## src/rtl/sio_pkg.sv

```systemverilog
package sio_pkg;

    // Bit positions inside the synchronized control vector
    localparam int CTRL_W   = 5;
    localparam int CI_SELN  = 0;
    localparam int CI_SEL   = 1;
    localparam int CI_MODE  = 2;
    localparam int CI_STB   = 3;
    localparam int CI_CLRN  = 4;

    // Idle levels loaded on reset: unselected, input-port mode, no clear
    localparam logic [CTRL_W-1:0] CTRL_IDLE = 5'b1_0_0_0_1;

    typedef struct packed {
        logic stb_prev;
        logic req;
    } req_state_t;

endpackage

```

## src/rtl/sio_sync.sv

```systemverilog
module sio_sync #(
    parameter int          W       = 1,
    parameter logic [W-1:0] RST_VAL = '0
) (
    input  logic         clk,
    input  logic         rst,
    input  logic [W-1:0] async_in,
    output logic [W-1:0] sync_out
);

    typedef struct packed {
        logic [W-1:0] s1;
        logic [W-1:0] s2;
    } stage_t;

    stage_t st_d, st_q;

    always_comb begin
        st_d    = st_q;
        st_d.s1 = async_in;
        st_d.s2 = st_q.s1;
    end

    always_ff @(posedge clk) begin
        if (rst) begin
            st_q <= '{s1: RST_VAL, s2: RST_VAL};
        end else begin
            st_q <= st_d;
        end
    end

    assign sync_out = st_q.s2;

endmodule

```

## src/rtl/sio_latch_bank.sv

```systemverilog
module sio_latch_bank #(
    parameter int W = 8
) (
    input  logic         clk,
    input  logic         rst,
    input  logic         open_en,
    input  logic         clr_hit,
    input  logic [W-1:0] din,
    output logic [W-1:0] q
);

    logic [W-1:0] lat_d, lat_q;

    // Each bit: open latch follows data (overrides clear); closed latch
    // either clears or holds.
    for (genvar g = 0; g < W; g++) begin : g_bit
        assign lat_d[g] = open_en ? din[g]
                        : (clr_hit ? 1'b0 : lat_q[g]);
    end

    always_ff @(posedge clk) begin
        if (rst) begin
            lat_q <= '0;
        end else begin
            lat_q <= lat_d;
        end
    end

    assign q = lat_q;

endmodule

```

## src/rtl/sio_service_req.sv

```systemverilog
module sio_service_req
    import sio_pkg::*;
(
    input  logic clk,
    input  logic rst,
    input  logic strobe_s,
    input  logic clear_hit,
    output logic req,
    output logic fall
);

    req_state_t rs_d, rs_q;

    always_comb begin
        rs_d          = rs_q;
        rs_d.stb_prev = strobe_s;
        fall          = rs_q.stb_prev & ~strobe_s;
        if (clear_hit) begin
            rs_d.req = 1'b0;
        end else if (fall) begin
            rs_d.req = 1'b1;
        end
    end

    always_ff @(posedge clk) begin
        if (rst) begin
            rs_q <= '{stb_prev: 1'b0, req: 1'b0};
        end else begin
            rs_q <= rs_d;
        end
    end

    assign req = rs_q.req;

endmodule

```

## src/rtl/strobed_io_port.sv

```systemverilog
module strobed_io_port
    import sio_pkg::*;
#(
    parameter int DATA_W = 8
) (
    input  logic              clk,
    input  logic              rst,
    input  logic [DATA_W-1:0] din,
    input  logic              sel_a_n,
    input  logic              sel_b,
    input  logic              mode,
    input  logic              strobe,
    input  logic              clear_n,
    output logic [DATA_W-1:0] dout,
    output logic              dout_oe,
    output logic              irq_n
);

    logic [DATA_W-1:0] din_s;
    logic [CTRL_W-1:0] ctrl_raw, ctrl_s;
    logic              sel_act, mode_s, stb_s, clr_n_s;
    logic              eff_clk, req_clear, req_q, stb_fall;
    logic [DATA_W-1:0] latch_q;

    assign ctrl_raw[CI_SELN] = sel_a_n;
    assign ctrl_raw[CI_SEL]  = sel_b;
    assign ctrl_raw[CI_MODE] = mode;
    assign ctrl_raw[CI_STB]  = strobe;
    assign ctrl_raw[CI_CLRN] = clear_n;

    sio_sync #(.W(DATA_W), .RST_VAL('0)) u_sync_data (
        .clk      (clk),
        .rst      (rst),
        .async_in (din),
        .sync_out (din_s)
    );

    sio_sync #(.W(CTRL_W), .RST_VAL(CTRL_IDLE)) u_sync_ctrl (
        .clk      (clk),
        .rst      (rst),
        .async_in (ctrl_raw),
        .sync_out (ctrl_s)
    );

    // Decode and mode steering
    always_comb begin
        sel_act   = ~ctrl_s[CI_SELN] & ctrl_s[CI_SEL];
        mode_s    = ctrl_s[CI_MODE];
        stb_s     = ctrl_s[CI_STB];
        clr_n_s   = ctrl_s[CI_CLRN];
        eff_clk   = mode_s ? sel_act : stb_s;
        dout_oe   = mode_s ? 1'b1 : sel_act;
        req_clear = sel_act | ~clr_n_s;
    end

    sio_latch_bank #(.W(DATA_W)) u_latch (
        .clk     (clk),
        .rst     (rst),
        .open_en (eff_clk),
        .clr_hit (~clr_n_s),
        .din     (din_s),
        .q       (latch_q)
    );

    sio_service_req u_req (
        .clk       (clk),
        .rst       (rst),
        .strobe_s  (stb_s),
        .clear_hit (req_clear),
        .req       (req_q),
        .fall      (stb_fall)
    );

    assign dout  = latch_q;
    assign irq_n = ~(req_q & ~sel_act);

endmodule

```

## config.mk

```make
export PLATFORM = sky130hd
export DESIGN_NAME = strobed_io_port
export DESIGN_NICKNAME = d
export VERILOG_FILES = /design/src/rtl/sio_pkg.sv /design/src/rtl/sio_sync.sv /design/src/rtl/sio_latch_bank.sv /design/src/rtl/sio_service_req.sv /design/src/rtl/strobed_io_port.sv
export SDC_FILE = /design/constraint.sdc
export NUM_CORES = 1
export LEC_CHECK = 0
export BUFFER_PORTS_ARGS = -buffer_cell sky130_fd_sc_hd__buf_2
export CAP_MARGIN = 40
export CORE_MARGIN = 3
export CORE_UTILIZATION = 35
export DETAILED_ROUTE_END_ITERATION = 6
export GPL_TIMING_DRIVEN = 0
export HOLD_SLACK_MARGIN = 0.08
export PLACE_DENSITY_LB_ADDON = 0.3
export SYNTH_ARGS = -nofsm -noshare
export SYNTH_HDL_FRONTEND = slang
export SYNTH_HIERARCHICAL = 1
export SYNTH_SLANG_ARGS = --single-unit
```

## constraint.sdc

```tcl
create_clock -name clk -period 1.52 [get_ports clk]
set_input_delay 0.304 -clock clk [delete_from_list [all_inputs] [get_ports clk]]
set_output_delay 0.304 -clock clk [all_outputs]
set_load 0.02 [all_outputs]
```

# Word level (Yosys, flattened, before mapping)
# Cells that the tools add are included.
totals:
  regBits: 36
  inputBits: 15
  out_inout_bits: 10
  word_cells: 29
classes:
  eq_ne: 1
  n_mux: 11
  n_bitwise: 9
  reduce_logical: 1
op_table:
  columns: ["cell", "count"]
  rows:
  - ["2-to-1 mux 1 bit", 11]
  - ["NOT 1 bit", 5]
  - ["bitwise AND 1 bit", 3]
  - ["!= test 2 x 1 -> 1 bit, second input constant", 1]
  - ["OR reduction 2 bit", 1]
  - ["OR 1 bit", 1]

# Depth between registers and ports, before layout
# Gate-level depths: netlist of the first run.
depth:
  depth_word: 5
  depth_mapped: 5
  ltp_nobuf: 4

# Hierarchy
# The synthesis of the first run kept the hierarchy.
by_module_without_submodules:
  columns: ["mod", "n_inst", "cells_per_inst", "area_each_um2"]
  rows:
  - ["sio_sync at u_sync_data", 1, 33, 464.2]
  - ["sio_latch_bank", 1, 36, 377.9]
  - ["sio_sync at u_sync_ctrl", 1, 20, 262.8]
  - ["sio_service_req", 1, 6, 71.3]
  - ["strobed_io_port", 1, 7, 45.0]

# Worst setup path before layout of the first run
# Ideal clock, no wire load.
synth_path:
  path_kind: "flip-flop to flip-flop"
  start: "register u_sync_ctrl.st_q, in the netlist u_sync_ctrl/sync_out[0]"
  end: "register u_latch.lat_q[0] (netlist: u_latch/q[0])"
  setup_time_ns: 0.089
  arrival_ns: 1.367
  slack_ns: 0.065
  path_stages_with_launch: 6
  path_buffers: 1
  synth_period_minus_slack_ns: 1.455
  cell_sequence: "dfxtp_1 -> nand2b_4 -> mux2i_1 -> buf_2 -> nand2_1 -> o32ai_2"
synth_via:
  elab_chain_cells: 4
  elab_cells_between_ends: 5
  cone_classes: "1 x eq/ne; 2 x mux; 2 x bitwise"
synth_lines:
  columns: ["element", "line_no", "rtl"]
  rows:
  - ["start, declared", "sio_sync.sv:16", "stage_t st_d, st_q;"]
  - ["start signal, assigned", "sio_sync.sv:26", "st_q <= '{s1: RST_VAL, s2: RST_VAL};"]
  - ["start signal, assigned", "sio_sync.sv:28", "st_q <= st_d;"]
  - ["NOT 1 bit *", "strobed_io_port.sv:47", "sel_act = ~ctrl_s[CI_SELN] & ctrl_s[CI_SEL];"]
  - ["bitwise AND 1 bit *", "strobed_io_port.sv:47", null]
  - ["2-to-1 mux 1 bit *", "strobed_io_port.sv:51", "eff_clk = mode_s ? sel_act : stb_s;"]
  - ["via eff_clk", "strobed_io_port.sv:22", "logic eff_clk, req_clear, req_q, stb_fall;"]
  - ["!= test 2 x 1 -> 1 bit (no line) or 2-to-1 mux 1 bit (tied branches)", null, null]
  - ["end signal, assigned", "sio_latch_bank.sv:25", "lat_q <= lat_d;"]
  - ["end, declared", "sio_latch_bank.sv:12", "logic [W-1:0] lat_d, lat_q;"]
# Mark *: on every way through the listed nets, which the timed path passes. The rest lies on a longest branch.
# A chain may end at the register's enable or synchronous reset.

# Worst setup path in the final report of the first run
layout_path:
  start: "register u_sync_ctrl.st_q, in the netlist u_sync_ctrl/sync_out[3]"
  end: "register u_latch.lat_q[1] (netlist: u_latch/q[1])"
layout_via:
  elab_chain_cells: 2
  elab_cells_between_ends: 3
  cone_classes: "1 x eq/ne; 2 x mux"
layout_lines:
  columns: ["element", "line_no"]
  rows:
  - ["2-to-1 mux 1 bit *", "strobed_io_port.sv:51"]
  - ["via eff_clk", "strobed_io_port.sv:22"]
  - ["!= test 2 x 1 -> 1 bit (no line) or 2-to-1 mux 1 bit (tied branches)", null]
# Marked as above.

==> impl_metrics.yaml, run 1 <==
synth:
  synthTopCellsByArea: "dfxtp_1, o32ai_2, nor2b_1, nor2b_2, and2b_2"
  post_synth_num_cell_types: 18
  synthSimpleGateAreaFrac_pct: 23.9
  synthMuxAreaShare_pct: 0.820
  postSynthCellCount: 102
  synth_seq_cells: 36
  syn-num-nets: 117
  synth_xor_xnor_area_share_pct: 0
  synth_top_flop_cell: "dfxtp_1"
  synth-compound-area-share_pct: 10.3
  postSynthAreaPerCell_sq_um: 12.0
  synth_warnings: 6
  async_reset_ff_share_pct: 0
  synth_common_cells: "dfxtp_1, nand2_1, nor2b_1"
  synth_fa_ha_area_share_pct: 0
  synth_top_family_by_area: "simple AND/OR/NAND/NOR gates"
  synth_edf_count: 0
  yosysSeqAreaShare_pct: 59.0
  synth_most_common_cell: "dfxtp_1"
  netlist_area_sq_um: 1220
  yosysTopAreaCell: "dfxtp_1"
  synth_top_area_share_pct: 59.0
floorplan:
  initial_utilization_pct: 38.4
  die_h_um: 65.1
  num_io_pins: 25
  core_area_sq_um: 3180
  die-area_sq_um: 4230
  rows: 20
  die_x_um: 65.1
sta:
  setup_slack_ns: 0.166
  rsz0062_at_grt: "false"
  drv_slew: 0
  fin_crit_ns: 1.35
  clock_skew_ns: 0.00742
  relSlewSlack_pct: 78.7
  finalHoldViolations: 0
  fmax_mhz: 738
  tightest_slew_ns: 0.313
  finalCritPeriodShare_pct: 89.1
  final-setup-viol-count: 0
grt:
  grt_first_pass_wirelength_um: 2700
  grt_pass1_vias: 655
  overflow: 0
  grt_usage_pct: 8.42
  antenna_found_initial: 0
  grt_max_degree: 21
placement:
  place_area_sq_um: 1400
  hpwlAfterDp_um: 1160
  port_buffers: 24
  place_ws_ns: -0.129
  place_congestion: 0.616
clocking:
  clockBufferDepth: 2
  cts-root-buf: "clkbuf_4"
  clk_latency_ns: 0.32
  cts.clk_slew.worst_paths_ns: 0.10
  numClockSinks: 36
  cts-buffers-inserted: 5
  cts_max_level: 2
  post_cts_buffers: 0
  cts_tree: "yes"
critical_path:
  cp_slowest_stage_delay_ns: 0.41
  arrival_ns: 1.59
  path_cells: "inv_1, mux2i_4, buf_2, nand2_1, o32ai_2"
  crit_required_ns: 1.75
  critPathKind: "register to register"
  cp-end-kind: "register"
  cp_slowest_cell: "dfxtp_1"
  cp_max_fo: 10
  start_kind: "register"
final_layout:
  stdcell_area_sq_um: 1460
  final_layout_size_suffix_gt1_share_pct: 43.6
  fin_util_pct: 45.9
  areaGrowthSynthToFinish_pct: 19.5
  diodes: 0
  fin_nets: 148
routing:
  vias_per_cell: 3.92
  drc: 0
  drtAntennaViolNets: 0
  wire_per_inst_um: 8.81
  via_count: 693
  routed_wl_um: 1560
  drt-pass1-iter-count: 4
  drt-initial-drc-count: 5
min_path:
  hold_class: "input port to register"
run:
  cap_viol_max_count: 0
power:
  finalPower_mw: 1.55
  power_leakage_nw: 0.614
  max-vdd-ir-drop_mv: 0.593
  powerDensity_nw_per_um2: 1060
outcome:
  status: "complete, no violations"
## layer usage
layer | GRT usage, % | vias up | wire (um) | share of wire, %
li1 | - | 379 | - | -
met1 | 8.85 | 290 | 678 | 43
met2 | 13.3 | 19 | 724 | 46
met4 | 5.44 | 0 | 27 | 1.7
met5 | 0 | - | 0 | 0
met3 | 4.16 | 5 | 127 | 8.1
## power breakdown
| group | switching (mW) | internal [mW] | total, mW | leakage (nW) |
|---|---|---|---|---|
| clock | 0.287 | 0.169 | 0.455 | 0.0271 |
| combinational | 0.0490 | 0.0573 | 0.106 | 0.291 |
| sequential | 0.0106 | 0.978 | 0.989 | 0.296 |
## placed cells by master (no fill, tap or decap), drive strengths merged
cell,n
nand2,10
clkbuf,5
buf,28
or3b,1
nand2b,2
a21oi,1
and2b,6
clkinvlp,1
inv,9
o21a,1
o32ai,7
nor2b,18
mux2i,1
clkinv,1
nor2,1
or2,5
dfxtp,36
## metrics by stage
| stage | hold WS, ns | setup TNS (ns) | instances |
|---|---|---|---|
| 6_report | 0.150 | 0 | 177 |
| 5_1_grt | 0.122 | 0 | 177 |
| 4_1_cts | 0.137 | 0 | 177 |
| 3_5_place_dp | 0.387 | -0.945 | 170 |
| 3_3_place_gp | 0.388 | -0.887 | 170 |
| 2_1_floorplan | 0.376 | 0 | 102 |
## state kept, by name (all words and copies together), names as in the netlist
name and cells:
u_sync_ctrl/sync_out 5, u_sync_ctrl/st_d 5, u_sync_data/sync_out 8, u_req/req 1
u_latch/q 8, u_req/rs_q 1, u_sync_data/st_d 8
## logic make-up after synthesis
family | after synthesis
DFF | 36
AOI/OAI and AO/OA | 9
and+or+nand+nor | 43
buffers and inverters | 13
muxes | 1
## path summary, 6_finish.rpt
path	start	end	slack, ns	cells after the start
max	u_sync_ctrl/sync_out[3]$_SDFF_PP0_	u_latch/q[1]$_SDFFE_PP0P_	0.17	5
min reg2reg	u_sync_ctrl/st_d[0]$_SDFF_PP1_	u_sync_ctrl/sync_out[0]$_SDFF_PP1_	0.41	1
min	clear_n	u_sync_ctrl/st_d[4]$_SDFF_PP1_	0.15	2
max reg2reg	u_sync_ctrl/sync_out[3]$_SDFF_PP0_	u_latch/q[1]$_SDFFE_PP0P_	0.17	5
## critical path: cells and delay by family, from the launching register on
| kind | cells | cell delay [ns] |
|---|---|---|
| simple gates | 1 | 0.09 |
| mux | 1 | 0.29 |
| compound gates | 1 | 0.12 |
| buf+inv | 2 | 0.37 |
| flops | 1 | 0.41 |
## timing repair
| action | CTS | global route |
|---|---|---|
| hold buffers | 0 | 0 |
| gates resized for setup | 1 | 1 |
| endpoints found under the setup margin | 8 | 8 |
| gates cloned | 0 | 0 |
## cell type report
type	instances	area [sq um]
multi-input cells	53	440
fillers	308	1720
well taps	44	55.1
flip-flops and latches	36	721
clock inverters	2	12.5
inverters	9	33.8
repair buffers	24	120
clock buffers	5	37.5
plain buffers	4	38.8
No activity file was read; power rests on OpenSTA's default activity.
==> inputs of run 2 (changes only) <==
- RECOVER_POWER: default -> 100
==> run 2 against run 1 <==
Core utilization shrank 2.1 points. Via count down 0.29%. Clock power barely moved. Setup slack worse by 0.033 ns. Worst hold slack improved by 0.00079 ns. Critical endpoint is now irq_n. Cell count stayed put. Combinational power is 9% lower. Critical path type is now register to output port.
==> impl_metrics.yaml, run 2 (same netlist as run 1, synthesis figures left out) <==
sta:
  rsz0062_at_grt: "false"
  final-setup-viol-count: 0
  setup-tns-final_ns: 0
  fmax_mhz: 721
  finalHoldViolations: 0
  relSlewSlack_pct: 54.8
  finalCritPeriodShare_pct: 91.2
  drv_slew: 0
  tightest_slew_ns: 0.678
  fin_crit_ns: 1.39
  clock_skew_ns: 0.00738
routing:
  wl_met3_um: 115
  drtAntennaViolNets: 0
  via_count: 691
  drc: 0
  drt-pass1-iter-count: 3
  wire_per_inst_um: 9.02
  vias_per_cell: 3.90
  met1_length_um: 728
  maxUsedRoutingLayer: "met4"
  routed_wl_um: 1600
  drt-initial-drc-count: 5
  route.met2.wl_um: 724
power:
  finalPower_mw: 1.54
  max-vdd-ir-drop_mv: 0.588
  powerDensity_nw_per_um2: 1110
  power_leakage_nw: 0.554
final_layout:
  fillCellCount: 326
  ff_latch_area_sq_um: 721
  final_common_cell: "dfxtp_1"
  stdcell_area_sq_um: 1390
  final_cells: 177
  diodes: 0
  fin_nets: 148
  final_layout_size_suffix_gt1_share_pct: 30.1
  most-common-layout-cells: "dfxtp_1, buf_2, clkbuf_1, nand2_1, nor2b_1"
  multiInputGateArea_sq_um: 395
  areaGrowthSynthToFinish_pct: 14.0
floorplan:
  initial_utilization_pct: 38.4
  rows: 20
  die-area_sq_um: 4230
  die_x_um: 65.1
  core_area_sq_um: 3180
  num_io_pins: 25
  die_h_um: 65.1
clocking:
  cts.clk_slew.worst_paths_ns: 0.10
  numClockSinks: 36
  cts_tree: "yes"
  clockBufferDepth: 2
  cts-root-buf: "clkbuf_4"
  cts_max_level: 2
  post_cts_buffers: 0
  postCtsHoldBufs: 0
  cts-buffers-inserted: 5
  clk_latency_ns: 0.32
critical_path:
  crit_required_ns: 1.22
  critPathBufInv: 1
  r2r_cells: 5
  cp_slowest_stage_delay_ns: 0.31
  cp_slowest_cell: "dfxtp_1"
  critPathTopFamily: "flip-flops"
  critPathKind: "register to output port"
  cp.depth: 3
  r2r-end: "u_latch/q[1]$_SDFFE_PP0P_"
  cp-end-kind: "output port"
  setup.worst_path.end: "irq_n"
  arrival_ns: 1.08
  r2r-start: "u_sync_ctrl/sync_out[3]$_SDFF_PP0_"
  cp_max_fo: 4
  crit_start: "u_sync_ctrl/sync_out[0]$_SDFF_PP1_"
  r2r_slack_ns: 0.25
  path_cells: "nand2b_4, nand2_1, clkbuf_1"
  start_kind: "register"
placement:
  hpwlAfterDp_um: 1160
  port_buffers: 24
  place_area_sq_um: 1400
  place_congestion: 0.616
  dp_cells: 170
outcome:
  status: "complete, no violations"
min_path:
  hold_class: "input port to register"
grt:
  grt_max_degree: 21
  grt_pass1_vias: 655
  antenna_found_initial: 0
  grt_usage_pct: 8.42
  overflow: 0
  grt_first_pass_wirelength_um: 2700
run:
  cap_viol_max_count: 0
[run 2: worst min-delay path by stage]
stage	startpoint	to	slack, ns	depth (start not counted)
4_1_cts	clear_n	u_sync_ctrl/st_d[4]$_SDFF_PP1_	0.14	2
3_5_place_dp	u_sync_ctrl/st_d[0]$_SDFF_PP1_	u_sync_ctrl/sync_out[0]$_SDFF_PP1_	0.39	1
3_3_place_gp	u_sync_ctrl/st_d[0]$_SDFF_PP1_	u_sync_ctrl/sync_out[0]$_SDFF_PP1_	0.39	1
5_1_grt	clear_n	u_sync_ctrl/st_d[4]$_SDFF_PP1_	0.12	2
2_1_floorplan	rst	u_req/rs_q[1]$_SDFF_PP0_	0.38	1
6_report	clear_n	u_sync_ctrl/st_d[4]$_SDFF_PP1_	0.15	2
[run 2: where the power goes]
part | internal [mW] | switching [mW]
sequential | 0.978 | 0.0108
combinational | 0.0519 | 0.0442
clock | 0.169 | 0.286
[run 2: timing repair]
| item | in CTS | in global routing |
|---|---|---|
| setup endpoints to repair | 8 | 8 |
| gates resized for setup | 1 | 1 |
| pin swaps | 0 | 0 |
[run 2: routing by layer]
layer / track usage [%] / up-vias
met5: 0 / -
met4: 5.44 / 0
met1: 8.85 / 288
met2: 13.3 / 19
li1: - / 379
met3: 4.16 / 5
[run 2: metrics by stage]
stage          hold slack, ns  setup slack (ns)  util [%]
2_1_floorplan           0.376            0.0645         -
3_3_place_gp            0.388            -0.121      43.9
3_5_place_dp            0.387            -0.129      43.9
4_1_cts                 0.137           0.00793      45.6
5_1_grt                 0.122            0.0396      43.8
6_report                0.151             0.133      43.8
[run 2: area by class of cell]
class | count | share of cell area [%]
Buffer | 4 | 2.25
Clock buffer | 5 | 2.70
Clock inverter | 2 | 0.898
Inverter | 9 | 2.43
Multi-Input combinational cell | 53 | 28.4
Sequential cell | 36 | 51.8
Tap cell | 44 | 3.95
Timing Repair Buffer | 24 | 7.64
==> inputs of run 3 (changes only) <==
- ABC_AREA: default -> 1
==> run 3 against run 2 <==
Core utilization is 0.26 points higher. Sequential cell count stayed put. Clock-buffer cell count rose by 1. Die area is 4.0% lower. Combinational power shrank 4.0%. Non-clock buffer count is the same. Clock skew fell by 0.0050 ns. Via count rose by 14%. Setup slack better by 0.10 ns. Synthesized area shrank 4.4%. Wire length is 2.1% higher. Highest routed layer unchanged.
==> impl_metrics.yaml, run 3 <==
critical_path:
  cp_max_fo: 3
  critPathKind: "register to output port"
  r2r-start: "u_sync_ctrl/sync_out[2]$_SDFF_PP0_"
  crit_required_ns: 1.22
  cp-end-kind: "output port"
  crit_start: "u_sync_ctrl/sync_out[0]$_SDFF_PP1_"
  start_kind: "register"
  arrival_ns: 0.98
synth:
  postSynthAreaPerCell_sq_um: 8.58
  syn-num-nets: 151
  postSynthCellCount: 136
  synth_warnings: 6
  netlist_area_sq_um: 1170
floorplan:
  initial_utilization_pct: 37.3
  core_area_sq_um: 3130
  num_io_pins: 25
  die-area_sq_um: 4060
  rows: 20
  die_x_um: 63.8
  die_h_um: 63.8
final_layout:
  fin_util_pct: 44.1
  final_common_cell: "dfxtp_1"
  most-common-layout-cells: "dfxtp_1, inv_1, nand2_1, nor2_1, buf_2"
  areaGrowthSynthToFinish_pct: 18.1
  final_cells: 212
  fin_nets: 182
  final_layout_size_suffix_gt1_share_pct: 17.3
  stdcell_area_sq_um: 1380
  diodes: 0
clocking:
  cts_max_level: 2
  numClockSinks: 36
  clk_latency_ns: 0.33
  cts.repair.resized: 0
  post_cts_buffers: 0
  cts-root-buf: "clkbuf_4"
  postCtsHoldBufs: 0
  cts_tree: "yes"
  cts.clk_slew.worst_paths_ns: 0.10
  cts-buffers-inserted: 5
  clockBufferDepth: 2
min_path:
  min_from: "sel_a_n"
  hold_class: "input port to register"
sta:
  finalHoldViolations: 0
  setup-tns-final_ns: 0
  fin_crit_ns: 1.29
  whs_ns: 0.150
  relSlewSlack_pct: 67.6
  setup_slack_ns: 0.234
  tightest_slew_ns: 0.486
  drv_slew: 0
  final-setup-viol-count: 0
  rsz0062_at_grt: "false"
  finalCritPeriodShare_pct: 84.6
  clock_skew_ns: 0.00237
  fmax_mhz: 777
routing:
  drt-initial-drc-count: 11
  via_count: 787
  routed_wl_um: 1630
  wire_per_inst_um: 7.68
  vias_per_cell: 3.71
  drc: 0
  drtAntennaViolNets: 0
  drt-pass1-iter-count: 4
power:
  internal_power_mw: 1.36
  clkPwrFrac_pct: 37.0
  p_switching_mw: 0.356
  powerDensity_nw_per_um2: 1240
  seqPwrFrac_pct: 57.6
  finalPower_mw: 1.72
  comb_power_share_pct: 5.4
  swShare_pct: 20.8
  power_leakage_nw: 0.666
  max-vdd-ir-drop_mv: 0.487
grt:
  grt_usage_pct: 9.27
  antenna_found_initial: 0
  grt_pass1_vias: 728
  grt_first_pass_wirelength_um: 2790
  overflow: 0
  grt_max_degree: 12
placement:
  dp_cells: 204
  place_area_sq_um: 1340
  hpwlAfterDp_um: 1180
  place_congestion: 0.719
  port_buffers: 24
  place_ws_ns: 0.471
run:
  cap_viol_max_count: 0
outcome:
  status: "complete, no violations"
-- run 3: layout make-up --
class | count | area, sq um
Inverter | 34 | 128
Buffer | 4 | 15.0
Clock buffer | 6 | 41.3
Timing Repair Buffer | 24 | 109
Fill cell | 311 | 1750
Tap cell | 44 | 55.1
Clock inverter | 2 | 35.0
Multi-Input combinational cell | 62 | 275
Sequential cell | 36 | 721
-- run 3: final timing paths --
path,slack [ns],cells past startpoint,end
worst max register to register,0.31,7,u_latch/q[4]$_SDFFE_PP0P_
worst max-delay path,0.23,4,dout_oe
worst min register to register,0.41,2,u_sync_data/sync_out[4]$_SDFF_PP0_
worst min-delay path,0.15,3,u_sync_ctrl/st_d[0]$_SDFF_PP1_
-- run 3: routing by layer --
metal / part of all wire [%] / wire, um / up-vias / track usage (%)
li1: - / - / 443 / -
met1: 47 / 760 / 316 / 8.59
met2: 44 / 721 / 23 / 14.5
met3: 6.4 / 104 / 5 / 5.27
met4: 2.6 / 43 / 0 / 8.09
met5: 0 / 0 / - / 0
-- run 3: critical path, stage by stage (launching register included) --
cell and delay, ns:
dfxtp_1 0.33, inv_2 0.04, nand2_1 0.08, nand2_1 0.05, buf_2 0.15
-- run 3: power groups by stage --
stage	Clock (mW)	Combinational (mW)	Sequential (mW)
5_1_grt	0.700	0.108	0.993
3_5_place_dp	0	0.104	1.01
3_3_place_gp	0	0.100	1.01
6_report	0.636	0.0923	0.988
2_1_floorplan	0	0.0666	1.01
4_1_cts	0.662	0.104	0.989
